### src/rtl/pred_seq_pkg.sv
package pred_seq_pkg;

  // control bits of one predication table entry
  typedef struct packed {
    logic en;
    logic inv;
    logic zero;
  } pflags_t;

  // per-element decision
  typedef enum logic [1:0] {
    ACT_SKIP  = 2'd0,
    ACT_WRITE = 2'd1,
    ACT_ZERO  = 2'd2
  } elem_act_e;

endpackage

### src/rtl/pred_table.sv
module pred_table
  import pred_seq_pkg::*;
#(
  parameter int NREG   = 32,
  parameter int RIDX_W = $clog2(NREG)
) (
  input  logic              clk,
  input  logic              rst_n,
  input  logic              wr_en,
  input  logic              wr_fp,
  input  logic [RIDX_W-1:0] wr_key,
  input  pflags_t           wr_flags,
  input  logic [RIDX_W-1:0] wr_pidx,
  input  logic              rd_fp,
  input  logic [RIDX_W-1:0] rd_key,
  output pflags_t           rd_flags,
  output logic [RIDX_W-1:0] rd_pidx
);

  localparam int NBANK = 2;

  pflags_t           bank_fl [NBANK];
  logic [RIDX_W-1:0] bank_px [NBANK];

  for (genvar b = 0; b < NBANK; b++) begin : g_bank
    pflags_t           fl_q [NREG];
    logic [RIDX_W-1:0] px_q [NREG];
    logic              bank_we;

    assign bank_we = wr_en && (wr_fp == 1'(b));

    always_ff @(posedge clk or negedge rst_n) begin
      if (!rst_n) begin
        for (int k = 0; k < NREG; k++) begin
          fl_q[k] <= '0;
          px_q[k] <= '0;
        end
      end else if (bank_we) begin
        fl_q[wr_key] <= wr_flags;
        px_q[wr_key] <= wr_pidx;
      end
    end

    assign bank_fl[b] = fl_q[rd_key];
    assign bank_px[b] = px_q[rd_key];
  end

  always_comb begin
    rd_flags = rd_fp ? bank_fl[1] : bank_fl[0];
    rd_pidx  = rd_fp ? bank_px[1] : bank_px[0];
  end

endmodule

### src/rtl/pred_mask.sv
module pred_mask
  import pred_seq_pkg::*;
#(
  parameter int PRED_W = 32
) (
  input  pflags_t           flags,
  input  logic [PRED_W-1:0] raw,
  output logic [PRED_W-1:0] mask
);

  always_comb begin
    if (!flags.en)      mask = '1;
    else if (flags.inv) mask = ~raw;
    else                mask = raw;
  end

endmodule

### src/rtl/elem_issue.sv
module elem_issue
  import pred_seq_pkg::*;
#(
  parameter int NREG   = 32,
  parameter int PRED_W = 32,
  parameter int RIDX_W = $clog2(NREG),
  parameter int VL_W   = $clog2(PRED_W + 1),
  parameter int PIDX_W = $clog2(PRED_W)
) (
  input  logic              clk,
  input  logic              rst_n,
  input  logic              start,
  input  logic [VL_W-1:0]   vl,
  input  logic [PRED_W-1:0] mask,
  input  logic              zero_en,
  input  logic [RIDX_W-1:0] rd,
  input  logic [RIDX_W-1:0] rs1,
  input  logic [RIDX_W-1:0] rs2,
  input  logic              d_vec,
  input  logic              s1_vec,
  input  logic              s2_vec,
  output logic              busy,
  output logic              done,
  output logic              iss_we,
  output logic              iss_zero,
  output logic [PIDX_W-1:0] iss_idx,
  output logic [RIDX_W-1:0] iss_rd,
  output logic [RIDX_W-1:0] iss_rs1,
  output logic [RIDX_W-1:0] iss_rs2
);

  localparam logic [VL_W-1:0] VL_MAX = VL_W'(PRED_W);

  // state
  logic              busy_q, busy_d;
  logic              done_q, done_d;
  logic [PIDX_W-1:0] idx_q, idx_d;
  logic [PIDX_W-1:0] last_q, last_d;
  logic [PRED_W-1:0] mask_q;
  logic              zero_q;
  logic [RIDX_W-1:0] rd_q, rs1_q, rs2_q;
  logic              dv_q, s1v_q, s2v_q;

  logic              accept;
  logic [VL_W-1:0]   vl_eff;
  logic              at_last;
  elem_act_e         act;

  // next state
  always_comb begin
    accept  = start && !busy_q;
    vl_eff  = (vl > VL_MAX) ? VL_MAX : vl;
    at_last = (idx_q == last_q);
    busy_d  = busy_q;
    done_d  = 1'b0;
    idx_d   = idx_q;
    last_d  = last_q;
    if (accept) begin
      busy_d = (vl_eff != '0);
      done_d = (vl_eff == '0);
      idx_d  = '0;
      last_d = PIDX_W'(vl_eff - VL_W'(1));
    end else if (busy_q) begin
      if (at_last) begin
        busy_d = 1'b0;
        done_d = 1'b1;
      end else begin
        idx_d = idx_q + PIDX_W'(1);
      end
    end
  end

  // sequencing registers
  always_ff @(posedge clk or negedge rst_n) begin
    if (!rst_n) begin
      busy_q <= 1'b0;
      done_q <= 1'b0;
      idx_q  <= '0;
      last_q <= '0;
    end else begin
      busy_q <= busy_d;
      done_q <= done_d;
      idx_q  <= idx_d;
      last_q <= last_d;
    end
  end

  // operation capture, enabled on acceptance only
  always_ff @(posedge clk or negedge rst_n) begin
    if (!rst_n) begin
      mask_q <= '0;
      zero_q <= 1'b0;
      rd_q   <= '0;
      rs1_q  <= '0;
      rs2_q  <= '0;
      dv_q   <= 1'b0;
      s1v_q  <= 1'b0;
      s2v_q  <= 1'b0;
    end else if (accept) begin
      mask_q <= mask;
      zero_q <= zero_en;
      rd_q   <= rd;
      rs1_q  <= rs1;
      rs2_q  <= rs2;
      dv_q   <= d_vec;
      s1v_q  <= s1_vec;
      s2v_q  <= s2_vec;
    end
  end

  // per-element decision and indices
  always_comb begin
    if (!busy_q)             act = ACT_SKIP;
    else if (mask_q[idx_q])  act = ACT_WRITE;
    else if (zero_q)         act = ACT_ZERO;
    else                     act = ACT_SKIP;
  end

  assign busy     = busy_q;
  assign done     = done_q;
  assign iss_we   = (act == ACT_WRITE);
  assign iss_zero = (act == ACT_ZERO);
  assign iss_idx  = idx_q;
  assign iss_rd   = dv_q  ? rd_q  + RIDX_W'(idx_q) : rd_q;
  assign iss_rs1  = s1v_q ? rs1_q + RIDX_W'(idx_q) : rs1_q;
  assign iss_rs2  = s2v_q ? rs2_q + RIDX_W'(idx_q) : rs2_q;


  busy_done_excl_chk: assert property (@(posedge clk) disable iff (!rst_n)
    !(busy_q && done_q));


  idx_step_chk: assert property (@(posedge clk) disable iff (!rst_n)
    (busy_q && $past(busy_q)) |-> (idx_q == PIDX_W'($past(idx_q) + PIDX_W'(1))));


  done_after_last_chk: assert property (@(posedge clk) disable iff (!rst_n)
    (busy_q && at_last) |=> (done_q && !busy_q));


  mask_hold_chk: assert property (@(posedge clk) disable iff (!rst_n)
    busy_q |=> $stable(mask_q));


  we_zero_excl_chk: assert property (@(posedge clk) disable iff (!rst_n)
    !(iss_we && iss_zero));

endmodule

### src/rtl/pred_elem_seq.sv
module pred_elem_seq
  import pred_seq_pkg::*;
#(
  parameter int NREG   = 32,
  parameter int PRED_W = 32,
  parameter int RIDX_W = $clog2(NREG),
  parameter int VL_W   = $clog2(PRED_W + 1),
  parameter int PIDX_W = $clog2(PRED_W)
) (
  input  logic              clk,
  input  logic              rst_n,
  input  logic              cfg_we,
  input  logic              cfg_fp,
  input  logic [RIDX_W-1:0] cfg_key,
  input  logic              cfg_en,
  input  logic              cfg_inv,
  input  logic              cfg_zero,
  input  logic [RIDX_W-1:0] cfg_pidx,
  input  logic              start,
  input  logic              op_fp,
  input  logic [VL_W-1:0]   vl,
  input  logic [RIDX_W-1:0] rd,
  input  logic [RIDX_W-1:0] rs1,
  input  logic [RIDX_W-1:0] rs2,
  input  logic              d_vec,
  input  logic              s1_vec,
  input  logic              s2_vec,
  output logic [RIDX_W-1:0] pred_raddr,
  input  logic [PRED_W-1:0] pred_rdata,
  output logic              busy,
  output logic              done,
  output logic              iss_we,
  output logic              iss_zero,
  output logic [PIDX_W-1:0] iss_idx,
  output logic [RIDX_W-1:0] iss_rd,
  output logic [RIDX_W-1:0] iss_rs1,
  output logic [RIDX_W-1:0] iss_rs2
);

  pflags_t           wr_flags;
  pflags_t           lk_flags;
  logic [RIDX_W-1:0] lk_pidx;
  logic [PRED_W-1:0] eff_mask;

  assign wr_flags   = '{en: cfg_en, inv: cfg_inv, zero: cfg_zero};
  assign pred_raddr = lk_pidx;

  pred_table #(.NREG(NREG), .RIDX_W(RIDX_W)) u_tab (
    .clk      (clk),
    .rst_n    (rst_n),
    .wr_en    (cfg_we),
    .wr_fp    (cfg_fp),
    .wr_key   (cfg_key),
    .wr_flags (wr_flags),
    .wr_pidx  (cfg_pidx),
    .rd_fp    (op_fp),
    .rd_key   (rd),
    .rd_flags (lk_flags),
    .rd_pidx  (lk_pidx)
  );

  pred_mask #(.PRED_W(PRED_W)) u_mask (
    .flags (lk_flags),
    .raw   (pred_rdata),
    .mask  (eff_mask)
  );

  elem_issue #(
    .NREG(NREG), .PRED_W(PRED_W), .RIDX_W(RIDX_W), .VL_W(VL_W), .PIDX_W(PIDX_W)
  ) u_iss (
    .clk      (clk),
    .rst_n    (rst_n),
    .start    (start),
    .vl       (vl),
    .mask     (eff_mask),
    .zero_en  (lk_flags.zero),
    .rd       (rd),
    .rs1      (rs1),
    .rs2      (rs2),
    .d_vec    (d_vec),
    .s1_vec   (s1_vec),
    .s2_vec   (s2_vec),
    .busy     (busy),
    .done     (done),
    .iss_we   (iss_we),
    .iss_zero (iss_zero),
    .iss_idx  (iss_idx),
    .iss_rd   (iss_rd),
    .iss_rs1  (iss_rs1),
    .iss_rs2  (iss_rs2)
  );

endmodule

### config.mk
export PLATFORM = sky130hd
export DESIGN_NAME = pred_elem_seq
export DESIGN_NICKNAME = d
export VERILOG_FILES = /design/src/rtl/pred_seq_pkg.sv /design/src/rtl/pred_table.sv /design/src/rtl/pred_mask.sv /design/src/rtl/elem_issue.sv /design/src/rtl/pred_elem_seq.sv
export SDC_FILE = /design/constraint.sdc
export NUM_CORES = 1
export LEC_CHECK = 0
export ABC_AREA = 1
export BUFFER_PORTS_ARGS = -buffer_cell sky130_fd_sc_hd__buf_2
export CORE_ASPECT_RATIO = 1.5
export CORE_MARGIN = 4
export CORE_UTILIZATION = 30
export DETAILED_ROUTE_END_ITERATION = 16
export PLACE_DENSITY = 0.51
export SLEW_MARGIN = 20
export SYNTH_ARGS = -nofsm -noshare
export SYNTH_HDL_FRONTEND = slang
export SYNTH_HIERARCHICAL = 1
export SYNTH_SLANG_ARGS = --single-unit
### constraint.sdc
create_clock -name clk -period 2 [get_ports clk]
set_clock_uncertainty 0.05 [all_clocks]
set_input_delay 0 -clock clk [delete_from_list [all_inputs] [get_ports clk]]
set_output_delay 0 -clock clk [all_outputs]
set_load 0.01 [all_outputs]
---- Yosys cells after proc, flatten, opt, wreduce, memory -nomap -nowiden ----
Cells that the tools add are included.
storage, ports and cells
  output and inout bits ................... 29
  input port bits ......................... 75
  bits in registers ....................... 575
  word-level logic and storage cells ...... 337
cells by class
  eq/ne operators ......................... 4
  bitwise logic cells ..................... 4
  add/sub/neg operators ................... 5
  magnitude comparators ................... 5
  mux-type cells .......................... 42
  reductions and logical operators ........ 9
operator list
  kind                                                         number
  bitwise mux 160 bit                                          2
  bitwise mux 96 bit                                           2
  two-way mux 32 bit                                           2
  two-way mux 5 bit                                            12
  binary-select mux 5 bit (select 5 bit)                       2
  NOT 32 bit                                                   1
  binary-select mux 3 bit (select 5 bit)                       2
  demux 5 bit (select 5 bit)                                   1
  two-way mux 3 bit                                            6
  adder 5 bit                                                  3
  demux 3 bit (select 5 bit)                                   1
  greater-or-equal comparator 6 bit (second input constant)    2
  NOT 5 -> 6 bit                                               2
  two-way mux 1 bit                                            7
  greater-than comparator 6 bit (second input constant)        1
  logical NOT 6 bit                                            1
  less-than comparator 5 x 6 -> 1 bit (second input constant)  1
  less-than comparator 6 x 1 -> 1 bit (second input constant)  1
  two-way mux 2 bit                                            3
  two-way mux 6 bit                                            1
  nonzero test 6 bit                                           1
  adder 5 x 1 -> 5 bit (second input constant)                 1
  binary-select mux 1 bit (select 5 bit)                       1
  equality test 5 bit                                          1
  other kinds (9)                                              12

---- Depth between registers and ports, before layout ----
  depth in word-level cells ............... 7
  depth in mapped cells ................... 19

---- Hierarchy ----
Netlist, hierarchy kept.
by module, submodules not included
  module      area each (µm²)  cells an instance  seq. area each (µm²)  times used
  pred_table  23446.2          2965               12812.3               1
  elem_issue  3663.5           485                1576.5                1
  pred_mask   877.1            139                0.0                   1

---- Worst setup path after synthesis ----
Ideal clock, no wire load.
  kind .................................... input to register
  start point ............................. in rd[0]
  end point ............................... reg u_iss.mask_q[15]
  slack ................................... 0.123 ns
  arrival ................................. 1.697 ns
  stages .................................. 19
  buffers on the path ..................... 5
  data required time ...................... 1.820 ns
  path through ............................ clkbuf_1 -> inv_1 -> buf_2 -> clkbuf_1 -> nand2_1 -> nand3_1 -> nand3_1 -> nand2_1 -> nand2_1 -> nand3_1 -> nand3_1 -> nand2_1 -> buf_6 -> inv_8 -> buf_12 -> nand2_2 -> nand3_2 -> nand2_1 -> o21ai_0
RTL lines
  element                 RTL line             text
  start: declaration      pred_elem_seq.sv:22  input logic [RIDX_W-1:0] rd,
  end signal: assignment  elem_issue.sv:100    mask_q <= mask;
  end: declaration        elem_issue.sv:39     logic [PRED_W-1:0] mask_q;

---- Worst setup path after layout ----
  start point ............................. reg u_iss.idx_q[0], in the netlist u_iss/iss_idx[0]
  end point ............................... out iss_rs1[4]
on the way
  word-level cells in the longest chain between the ends .. 2
RTL lines
  element                   RTL line             text
  start: declaration        elem_issue.sv:37     logic [PIDX_W-1:0] idx_q, idx_d;
  start signal: assignment  elem_issue.sv:83     idx_q <= idx_d;
  adder 5 bit               elem_issue.sv:125    assign iss_rs1 = s1v_q ? rs1_q + RIDX_W'(idx_q) : rs1_q;
  two-way mux 5 bit         elem_issue.sv:125
  end: declaration          pred_elem_seq.sv:36  output logic [RIDX_W-1:0] iss_rs1,
No other way between the ends.

==> run_results.csv <==
group,metric,value,unit
run_status,outcome,"finished with violations",
run_status,violations,"setup timing",
global_routing,grt_pass1_wl,146,mm
pwr,power_frac_comb,26.2,%
worst_setup_path,worstPathRequired,1.95,ns
detailed_routing,vias,24500,
detailed_routing,drc,0,
logic_synthesis,synth_edf_count,0,
pwr,total_power,35.7,mW
floorplan,io_pins,104,
global_routing,grt_start_max_net_pins,90,
sta,worstMarginPinSlew,0.649,ns
floorplan,core,92700,sq um
placement,pre_cts_slack,-0.0663,ns
final_layout,nNetsFinal,3871,
worst_setup_path,worstSetupStartpointType,"flop",
detailed_routing,drt_iter0_drc,1754,
clock_tree,h-tree-depth,2,
floorplan,die_w,257,microns
detailed_routing,drtAntennaViolNets,0,
pwr,p_sw_share,32.7,%
pwr,leakage,16.1,nW
sta,hold_violations,0,
sta,drv_slew,0,
worst_setup_path,cp.arrival,2.32,ns
placement,place_congestion,0.851,
pwr,power-per-cell-area,1020,nW/um^2
worst_setup_path,r2r_setup_slack,0.10,ns
logic_synthesis,synthDistinctLibCells,35,
worst_setup_path,end_kind,"output port",
pwr,vdd_ir_drop_max,0.690,mV
floorplan,die_h,382,microns
clock_tree,cts_tree,"yes",
final_layout,fin_util,37.9,%
worst_setup_path,reg2reg_to,"u_iss/mask_q[30]",
global_routing,overflow,0,
detailed_routing,viasPerCell,4.83,
clock_tree,clock_latency,0.66,ns
floorplan,die_area,98300,sq um
global_routing,antenna_found_initial,2,
global_routing,grt_pass1_vias,25000,
final_layout,syn_to_final_growth,25.7,%
worst_setup_path,crit-reg2reg-launch,"u_tab/g_bank[1].fl_q[64]",
flow_run,cap_violations,0,
sta,grt_setup_unrepaired,"yes",
placement,port_buffers,103,
clock_tree,cts_buffer_depth,3,
placement,dp_hpwl,60.2,mm
sta,finalSetupViolCount,14,
global_routing,track_usage,18.7,%
pwr,power_switching,11.7,mW
clock_tree,clk_pin_slew,0.06,ns
sta,relSlewSlack,56.7,%
worst_setup_path,crit_start,"u_iss/iss_idx[0]",
clock_tree,clock-sinks,575,
logic_synthesis,ys_ff_latch,575,
logic_synthesis,netlist_area,28000,sq um
floorplan,rows,137,
floorplan,start_util,30.2,%
logic_synthesis,syn_inst,3589,
worst_setup_path,crit_fanout,4,
clock_tree,root_buffer,"clkbuf_16",
sta,tns,-3.00,ns
detailed_routing,routedWlPerCell,18.4,microns
pwr,clkPwrFrac,32.4,%
sta,hold_ws,0.0202,ns
clock_tree,numCtsBuffers,59,
min_path,hp-class,"primary input to async pin",
worst_setup_path,worstRegToRegCells,14,
sta,finalWorstSetupSlack,-0.367,ns
logic_synthesis,ys_warn_count,6,
sta,fmaxAchievable,422,MHz
detailed_routing,drt_wl_total,93.6,mm
worst_setup_path,critPathKind,"flop to output port",
logic_synthesis,ys_seq_area_share,51.4,%
logic_synthesis,syn-num-nets,3682,
pwr,pwr-share-seq,41.4,%
final_layout,layout-drive-gt1-share,19.3,%
logic_synthesis,synthFlopType,"dfrtp_1",
sta,final.min_clock_period,2.37,ns
sta,period_share,118,%
logic_synthesis,avgSynthCellArea,7.80,sq um
logic_synthesis,async_reset_ff_share,100,%
pwr,p_int,24.0,mW
detailed_routing,drt_first_pass_iters,6,
==> placed cells by master, fill, tap and decap left out, drive strengths merged <==
cell type | netlist | routed
o211ai | 1 | 1
nor4 | 1 | 1
ha | 15 | 15
dlygate4sd3 | 0 | 82
nand2 | 1448 | 1448
dlymetal6s4s | 0 | 1
a31oi | 2 | 2
xnor2 | 7 | 7
clkinv | 8 | 12
diode | 0 | 1
nor2 | 31 | 31
dfrtp | 575 | 575
nand3 | 531 | 531
nand4 | 1 | 1
xor2 | 10 | 10
bufinv | 0 | 4
a21oi | 8 | 8
fa | 3 | 3
inv | 109 | 118
clkinvlp | 0 | 1
nor3 | 7 | 7
buf | 97 | 297
clkbuf | 160 | 95
or2 | 2 | 2
o22ai | 1 | 1
o21ai | 572 | 572
==> routing by layer <==
metal  part of all wire (%)  track usage (%)
met3                    3.9             2.18
met1                     41             22.4
met5                      0                0
met2                     51             34.3
met4                    4.1             7.26
==> state kept, by name, indices dropped and copies added (netlist names) <==
name and count:
u_iss/rs1_q 5, u_tab/g_bank.px_q 320, u_iss/rs2_q 5, u_iss/done 1, u_iss/busy 1, u_iss/s1v_q 1
u_iss/mask_q 32, u_iss/last_q 5, u_iss/zero_q 1, u_iss/dv_q 1, u_tab/g_bank.fl_q 192, u_iss/s2v_q 1
u_iss/rd_q 5, u_iss/iss_idx 5
==> cells in the mapped netlist (26+ instances only) <==
cell type,number,area (sq um)
nor2_1,26,97.6
o21ai_0,528,2640
clkbuf_1,160,601
o21ai_1,36,180
dfrtp_1,575,14400
nand3_2,30,300
inv_1,100,375
nand3_1,501,2510
buf_1,33,124
buf_2,36,180
nand2_2,37,231
nand2_1,1411,5300
==> power by group through the flow <==
stage / Combinational, mW / Sequential [mW] / Clock (mW)
global placement: 8.01 / 14.9 / 0
floorplan: 5.47 / 14.6 / 0
global route: 10.5 / 15.0 / 12.4
detailed placement: 8.15 / 14.9 / 0
CTS: 8.79 / 14.8 / 11.9
finish: 9.37 / 14.8 / 11.6
==> per-stage QoR <==
stage,cell area (sq um),std cells
2_1_floorplan,28000,3589
3_3_place_gp,30500,4851
3_5_place_dp,30500,4851
4_1_cts,34100,5046
5_1_grt,35200,5076
6_report,35200,5077
==> cells by family (layout without fill, tap and decap cells) <==
logic type,Yosys count,after routing,share of synthesized area (%)
adders and majority gates,18,18,0.885
and+or+nand+nor,2021,2021,30.7
AOI/OAI and AO/OA,584,584,10.6
other,0,1,0
buffers and inverters,374,610,5.93
xor gates and xnor gates,17,17,0.532
DFF,575,575,51.4
==> critical path: stages, from the launching register on <==
cell and delay [ns]:
dfrtp_2 0.42, ha_2 0.23, inv_1 0.06, fa_2 0.37, o21ai_2 0.13, a21oi_1 0.09
xor2_1 0.14, nand2_1 0.06, nand2_1 0.04, buf_2 0.13
==> layout make-up <==
cell class	count	area, sq um
Clock inverter	17	233
Sequential cell	575	14400
Timing Repair Buffer	384	3430
Clock buffer	91	1780
Multi-Input combinational cell	2640	13300
Antenna cell	1	2.50
Fill cell	9599	57600
Inverter	117	487
Timing Repair inverter	1	11.3
Tap cell	1251	1570
==> worst max path at each step <==
stage | end | slack, ns | depth (start not counted)
finish | iss_rs1[4] | -0.37 | 9
global route | iss_rs1[4] | -0.46 | 9
CTS | iss_rs2[4] | -0.38 | 9
detailed placement | u_iss/mask_q[30] | -0.07 | 17
global placement | u_iss/mask_q[0] | -0.09 | 18
floorplan | u_iss/mask_q[15] | 0.12 | 19
==> repair_timing <==
item / CTS / global route
setup buffers: 2 / 27
setup endpoints to repair: 51 / 58
pin swaps: 56 / 107
hold endpoints to repair: 1066 / 0
gates resized for setup: 175 / 161
gates cloned: 0 / 4
hold buffers: 85 / 0
Power figures use the tool's default switching activity.
